==> config.mk <==
export PLATFORM = sky130hd
export DESIGN_NAME = ramp_pattern_gen
export DESIGN_NICKNAME = d
export VERILOG_FILES = /design/src/rtl/rpg_pkg.sv /design/src/rtl/rpg_edge_detect.sv /design/src/rtl/rpg_pixel_counter.sv /design/src/rtl/rpg_frame_offset.sv /design/src/rtl/ramp_pattern_gen.sv
export SDC_FILE = /design/constraint.sdc
export NUM_CORES = 1
export LEC_CHECK = 0
export BUFFER_PORTS_ARGS = -buffer_cell sky130_fd_sc_hd__buf_4
export CAP_MARGIN = 15
export CORE_MARGIN = 5
export CORE_UTILIZATION = 57
export CTS_CLUSTER_SIZE = 12
export DETAILED_ROUTE_END_ITERATION = 10
export PLACE_DENSITY = 0.82
export SYNTH_ARGS = -nofsm -noshare
export SYNTH_HDL_FRONTEND = slang
export SYNTH_SLANG_ARGS = --single-unit
==> constraint.sdc <==
create_clock -name clk -period 4 [get_ports clk]
set_input_delay 0.4 -clock clk [delete_from_list [all_inputs] [get_ports clk]]
set_output_delay 0.4 -clock clk [all_outputs]
set_load 0.01 [all_outputs]
==> src/rtl/rpg_pkg.sv <==
package rpg_pkg;
  localparam int PIX_W = 12;

  typedef enum logic [1:0] {
    MODE_VIDEO = 2'b00,
    MODE_FIXED = 2'b01,
    MODE_SLIDE = 2'b10,
    MODE_ALT   = 2'b11
  } rpg_mode_e;

  function automatic logic mode_is_test(input logic [1:0] m);
    return (m == MODE_FIXED) || (m == MODE_SLIDE);
  endfunction

  function automatic logic mode_is_slide(input logic [1:0] m);
    return m == MODE_SLIDE;
  endfunction

  // ramp code: base + offset + index, modulo 2**PIX_W
  function automatic logic [PIX_W-1:0] ramp_code(input logic [PIX_W-1:0] base,
                                                 input logic [PIX_W-1:0] off,
                                                 input logic [PIX_W-1:0] idx);
    return base + off + idx;
  endfunction
endpackage

==> src/rtl/rpg_edge_detect.sv <==
module rpg_edge_detect (
  input  logic clk,
  input  logic rst_n,
  input  logic sig_i,
  output logic rise_o
);
  logic prev_q;

  always_ff @(posedge clk) begin
    if (!rst_n) prev_q <= 1'b0;
    else        prev_q <= sig_i;
  end

  assign rise_o = sig_i & ~prev_q;
endmodule

==> src/rtl/rpg_pixel_counter.sv <==
module rpg_pixel_counter #(
  parameter int CNT_W = 12
) (
  input  logic             clk,
  input  logic             rst_n,
  input  logic             line_start_i,
  input  logic             lval_i,
  input  logic             pval_i,
  output logic [CNT_W-1:0] idx_o
);
  logic [CNT_W-1:0] cnt_q;

  // index of the sample presented this cycle
  assign idx_o = line_start_i ? '0 : cnt_q;

  always_ff @(posedge clk) begin
    if (!rst_n)                cnt_q <= '0;
    else if (line_start_i)     cnt_q <= pval_i ? CNT_W'(1) : '0;
    else if (lval_i && pval_i) cnt_q <= cnt_q + CNT_W'(1);
  end
endmodule

==> src/rtl/rpg_frame_offset.sv <==
module rpg_frame_offset #(
  parameter int OFF_W = 12,
  parameter int STEP  = 2
) (
  input  logic             clk,
  input  logic             rst_n,
  input  logic             slide_en_i,
  input  logic             frame_start_i,
  output logic [OFF_W-1:0] off_o,
  output logic             armed_o
);
  logic [OFF_W-1:0] off_q;
  logic             armed_q;
  logic             bump;

  // the first frame after entry only arms; later frames step
  assign bump    = slide_en_i && frame_start_i && armed_q;
  assign off_o   = !slide_en_i ? '0 : (bump ? off_q + OFF_W'(STEP) : off_q);
  assign armed_o = armed_q;

  always_ff @(posedge clk) begin
    if (!rst_n) begin
      off_q   <= '0;
      armed_q <= 1'b0;
    end else begin
      off_q   <= off_o;
      armed_q <= slide_en_i && (armed_q || frame_start_i);
    end
  end
endmodule

==> src/rtl/ramp_pattern_gen.sv <==
module ramp_pattern_gen
  import rpg_pkg::*;
#(
  parameter int RAMP_BASE  = 960,
  parameter int SLIDE_STEP = 2
) (
  input  logic             clk,
  input  logic             rst_n,
  input  logic [1:0]       mode_i,
  input  logic             fval_i,
  input  logic             lval_i,
  input  logic             pval_i,
  input  logic [PIX_W-1:0] pix_i,
  output logic             fval_o,
  output logic             lval_o,
  output logic             pval_o,
  output logic [PIX_W-1:0] pix_o
);
  localparam logic [PIX_W-1:0] BASE = PIX_W'(RAMP_BASE);

  // named internal events, observed by the checker
  logic             line_start;
  logic             frame_start;
  logic [PIX_W-1:0] pix_idx;
  logic [PIX_W-1:0] frame_off;
  logic             slide_armed;
  logic             test_en;
  logic             slide_en;
  logic [PIX_W-1:0] pattern;

  assign test_en  = mode_is_test(mode_i);
  assign slide_en = mode_is_slide(mode_i);

  rpg_edge_detect u_line_edge (
    .clk(clk), .rst_n(rst_n), .sig_i(lval_i), .rise_o(line_start)
  );

  rpg_edge_detect u_frame_edge (
    .clk(clk), .rst_n(rst_n), .sig_i(fval_i), .rise_o(frame_start)
  );

  rpg_pixel_counter #(.CNT_W(PIX_W)) u_pix_cnt (
    .clk(clk), .rst_n(rst_n), .line_start_i(line_start),
    .lval_i(lval_i), .pval_i(pval_i), .idx_o(pix_idx)
  );

  rpg_frame_offset #(.OFF_W(PIX_W), .STEP(SLIDE_STEP)) u_frame_off (
    .clk(clk), .rst_n(rst_n), .slide_en_i(slide_en),
    .frame_start_i(frame_start), .off_o(frame_off), .armed_o(slide_armed)
  );

  assign pattern = ramp_code(BASE, frame_off, pix_idx);

  always_ff @(posedge clk) begin
    if (!rst_n) begin
      fval_o <= 1'b0;
      lval_o <= 1'b0;
      pval_o <= 1'b0;
      pix_o  <= '0;
    end else begin
      fval_o <= fval_i;
      lval_o <= lval_i;
      pval_o <= pval_i;
      pix_o  <= test_en ? pattern : pix_i;
    end
  end
endmodule

* After elaboration in Yosys (flattened, before gate mapping)
Cells that the tools add are included.
Cells by class: reductions and logical operators 7, add/subtract/negate cells 4, mux-type cells 7, bitwise operators 4, eq/ne operators 2
Operators with widths (count):
- $mux W12 | 6
- $add A10 B12 Y12 const A | 1
- $add A12 B1 Y12 const B | 1
- $add A12 B12 Y12 | 1
- $add A12 B2 Y12 const B | 1
- $logic_and A1 B1 Y1 | 4
- $and A1 B1 Y1 | 2
- $eq A2 B1 Y1 const B | 1
- $eq A2 B2 Y1 const B | 1
- $logic_or A1 B1 Y1 | 2
- $not A1 Y1 | 2
- $reduce_bool A2 Y1 | 1
- $mux W1 | 1
Word-level totals: word-level logic and storage cells 31, output and inout port bits 15, bits in registers 40, input port bits 19

* Depth between registers and ports, before layout
depth after elaboration 9, depth in mapped cells 18, gate-level depth less buffers 17

* By module
From an unflattened synthesis, not the netlist that was laid out.
Unflattened totals: cell total of the unflattened synthesis 309, area total of the unflattened synthesis 2616.3 um^2
By module, submodules not included:
- ramp_pattern_gen | times used 1, seq. area each 300.3 um^2, area each 1202.4 um^2, cells each 144
- rpg_frame_offset | times used 1, seq. area each 260.2 um^2, area each 669.4 um^2, cells each 79
- rpg_pixel_counter | times used 1, seq. area each 240.2 um^2, area each 664.4 um^2, cells each 80
- rpg_edge_detect | times used 2, seq. area each 20.0 um^2, area each 40.0 um^2, cells each 3

* Least setup slack after synthesis
No wires, ideal clock.
kind input to register, from input mode_i[0], to register pix_o[10], setup time 122 ps, cell stages on the path 16, required time 3878 ps, path slack 719 ps, arrival time 3159 ps, path buffers 1, cells stage by stage inv_1 ha_1 and4b_1 buf_4 and3_1 nand4_2 nor2_1 xor2_1 nand2_1 ha_1 inv_1 ha_1 and3_1 a311oi_1 nor4_1 a311o_1
On the way: word-level cells in the longest chain between the ends 8, elaborated cells on any way between the ends 10, those cells by class add/sub (2); eq/ne (2); mux (3); reduce/logical (3)
RTL lines:
- start, declared | line ramp_pattern_gen.sv:9 | input logic [1:0] mode_i,
- $eq A2 B2 Y1 | line rpg_pkg.sv:12, rpg_pkg.sv:16
- $logic_and A1 B1 Y1 (2 in series) | line rpg_frame_offset.sv:17 | assign bump = slide_en_i && frame_start_i && armed_q;
- $mux W12 (2 in series) | line rpg_frame_offset.sv:18 | assign off_o = !slide_en_i ? '0 : (bump ? off_q + OFF_W'(STEP) : off_q);
- $add A10 B12 Y12 | line rpg_pkg.sv:23 | return base + off + idx;
- $add A12 B12 Y12 | line rpg_pkg.sv:23
- $mux W12 * | line ramp_pattern_gen.sv:64 | pix_o <= test_en ? pattern : pix_i;
- end signal, assigned | line ramp_pattern_gen.sv:64
- end, declared | line ramp_pattern_gen.sv:17 | output logic [PIX_W-1:0] pix_o
Mark *: on every way between the ends. The rest lies on a longest branch, timed or not. A chain may end at the register's enable or synchronous reset.

* Worst setup path after layout
Ends and elaborated chain as after synthesis.

==> flow_metrics.env <==
export IMPL_synth_ff_type="dfxtp_1"
export IMPL_synth_most_common_cell="dfxtp_1"
export IMPL_synthArstFlopShare_pct=0
export IMPL_grt_start_max_net_pins=21
export IMPL_grt_first_pass_wirelength_um=7650
export IMPL_synthesis_area_um2=2310
export IMPL_p_seq_share_pct=53.3
export IMPL_period_share_pct=82.6
export IMPL_finClkSkew_ns=0.0106
export IMPL_grtUsageTotal_pct=18.2
export IMPL_power_per_cell_area_nw_per_um2=287
export IMPL_slew_headroom_pct=57.8
export IMPL_tightest_slew_ns=0.634
export IMPL_grt_ovfl_total=0
export IMPL_clock_sinks=40
export IMPL_cts_path_max_buffers=2
export IMPL_p_sw_mw=0.175
export IMPL_floorplan_initialDensity_pct=58.3
export IMPL_cts_tree="done"
export IMPL_antenna_cells=0
export IMPL_clk_root_buffer_cell="clkbuf_8"
export IMPL_crit_path_cell_trace="buf_4 > inv_1 > ha_1 > and4b_1 > and3_1 > nand4_2 > nor2_1 > xor2_1 > nand2_1 > ha_1 > inv_1 > ha_1 > and3_1 > a311oi_1 > nor4_1 > a311o_1"
export IMPL_ios=34
export IMPL_clkPwrFrac_pct=37.2
export IMPL_power_mw=0.775
export IMPL_hold_path_class="input pin to flop"
export IMPL_vias=1885
export IMPL_design_area_um2=2700
export IMPL_route_detailed_drc=0
export IMPL_synth_area_leaders="dfxtp_1 (35%), ha_1 (13%), xor2_1 (5.7%)"
export IMPL_routed_wl_um=4520
export IMPL_status="finished clean"
export IMPL_dieArea_um2=5440
export IMPL_tns_ns=0
export IMPL_postCtsSetupBuffers=0
export IMPL_ys_seq_area_share_pct=34.6
export IMPL_fillers=321
export IMPL_start_kind="input pin"
export IMPL_rows=23
export IMPL_comb_power_share_pct=9.4
export IMPL_yosysWarningCount=0
export IMPL_setup_viol=0
export IMPL_slowest_stage="and4b_1"
export IMPL_final_hold_viol_count=0
export IMPL_nNetsFinal=350
export IMPL_final_min_clock_period_ns=3.30
export IMPL_drv_cap=0
export IMPL_synth_edf_count=0
export IMPL_rsz0062_at_grt="false"
export IMPL_grt_busiest_layer="met2"
export IMPL_layout_drive_gt1_share_pct=14.1
export IMPL_syn_instance_count=273
export IMPL_die_h_um=73.7
export IMPL_vdd_drop_max_uv=203
export IMPL_drt_vias_per_instance=5.29
export IMPL_cp_top_family="simple AND/OR/NAND/NOR gates"
export IMPL_yosysTopAreaCellShare_pct=34.6
export IMPL_cp_arrival_ns=3.49
export IMPL_place_area_um2=2600
export IMPL_ys_ff_latch=40
export IMPL_antenna_found_initial=0
export IMPL_max_freq_mhz=303
export IMPL_cts_max_level=2
export IMPL_syn_area_per_cell_um2=8.48
export IMPL_dp_hpwl_um=3450
export IMPL_crit_type="input pin to flop"
export IMPL_worstPathRequired_ns=4.19
export IMPL_die_w_um=73.7
export IMPL_cpMostUsedCell="ha_1"
export IMPL_endpoint_kind="flop"
export IMPL_multi_input_area_um2=1420
export IMPL_cts_hold_buf=0
export IMPL_synth_commonest_cells="dfxtp_1 (40), nand2_1 (29), nor2_1 (29)"
export IMPL_first_iter_violations=99
export IMPL_use_met3_pct=4.65
export IMPL_p_int_mw=0.599
export IMPL_grt_pass1_vias=1855
export IMPL_grt_util_met2_pct=30.6
export IMPL_power_leakage_nw=1.24
export IMPL_gp_congestion=0.856
export IMPL_p_sw_share_pct=22.6
export IMPL_yosys_area_top_type="dfxtp_1"
export IMPL_clock_latency_ns=0.29
export IMPL_postCtsResizedCells=0
export IMPL_grtUsageMet1_pct=21.3
export IMPL_crit_fanout=8
export IMPL_drv_slew=0
export IMPL_route_antenna_remaining_nets=0
export IMPL_area_growth_pct=16.4
export IMPL_core_um2=3970
export IMPL_netlist_cell_type_count=38
export IMPL_path_clk_slew_ns=0.08
export IMPL_io_buffer_count=33
export IMPL_numCtsBuffers=5
export IMPL_seq_area_um2=801
export IMPL_critPathBufInv=3
export IMPL_post_drt_wl_per_cell_um=12.7
export IMPL_cp_slowest_stage_delay_ns=0.37
export IMPL_synth_fp_nets=317
export IMPL_firstDrtPassIters=6
## sequential cells by signal, indices dropped and copies added, names as in the netlist
name                 flops
pix_o                   12
pval_o                   1
u_frame_edge.prev_q      1
u_frame_off.armed_o      1
u_frame_off.off_q       12
u_line_edge.prev_q       1
u_pix_cnt.cnt_q         12
## per-stage QoR
step	hold WS, ns	instances	setup slack (ns)	utilization (%)
finish	0.329	356	0.697	67.9
global route	0.327	356	0.507	67.9
CTS	0.321	356	0.708	67.9
detailed placement	0.471	349	0.398	65.4
global placement	0.465	349	0.496	65.4
floorplan	0.452	273	0.719	-
## cell usage in the layout, fill, tap and decap left out, drive strengths merged, types with 6 or more instances in the layout
| cell | netlist | layout |
|---|---|---|
| a21oi | 15 | 15 |
| and2 | 18 | 18 |
| and3 | 7 | 7 |
| buf | 1 | 34 |
| clkbuf | 7 | 7 |
| dfxtp | 40 | 40 |
| ha | 24 | 24 |
| inv | 15 | 15 |
| nand2 | 29 | 29 |
| nand3 | 9 | 9 |
| nor2 | 29 | 29 |
| nor2b | 10 | 10 |
| o21ai | 6 | 6 |
| xnor2 | 11 | 11 |
| xor2 | 15 | 15 |
## layer usage
layer | up-vias | part of all wire, % | wire (um)
met4 | 0 | 2.3 | 104
met2 | 31 | 47 | 2120
met1 | 856 | 47 | 2110
met3 | 10 | 3.9 | 177
met5 | - | 0 | 0
li1 | 988 | - | -
## logic make-up (layout without fill, tap and decap cells)
kind of cell | count (synthesis) | count (layout) | synth area share (%)
fa+ha+maj | 25 | 25 | 13.8
compound gates | 35 | 35 | 9.51
simple gates | 119 | 119 | 26.2
flops | 40 | 40 | 34.6
mux | 5 | 5 | 2.16
xor+xnor | 26 | 26 | 9.84
buf+inv | 23 | 56 | 3.89
## final timing paths
path	from	endpoint	slack [ns]	depth (start not counted)
min reg2reg	u_frame_off.off_q[0]$_SDFF_PN0_	u_frame_off.off_q[0]$_SDFF_PN0_	0.50	1
min	pix_i[2]	pix_o[2]$_SDFF_PN0_	0.33	3
max reg2reg	u_frame_edge.prev_q$_SDFF_PN0_	pix_o[10]$_SDFF_PN0_	0.79	13
max	mode_i[0]	pix_o[10]$_SDFF_PN0_	0.70	16
## power groups by stage
stage	combinational (mW)	sequential [mW]	clock, mW
after floorplan	0.0326	0.427	0
after global placement	0.0732	0.422	0
after detailed placement	0.0745	0.422	0
after CTS	0.0747	0.413	0.298
after global routing	0.0816	0.414	0.314
final	0.0732	0.413	0.288
## worst reg2reg max path: cells and delay by family (launching register included)
family                     cells  cell delay (ns)
DFF                            1             0.32
and+or+nand+nor                7             1.31
xor gates and xnor gates       1             0.18
buffers and inverters          1             0.04
AOI/OAI and AO/OA              2             0.66
adders and majority gates      2             0.61
## area by class of cell
cell class,instances,share of cell area (%)
clock buffer,7,3.57
inverter,15,2.09
multi-input combinational,210,52.8
sequential,40,29.7
tap,50,2.32
timing repair buffer,34,9.47
No activity file was read; power rests on OpenSTA's default activity.
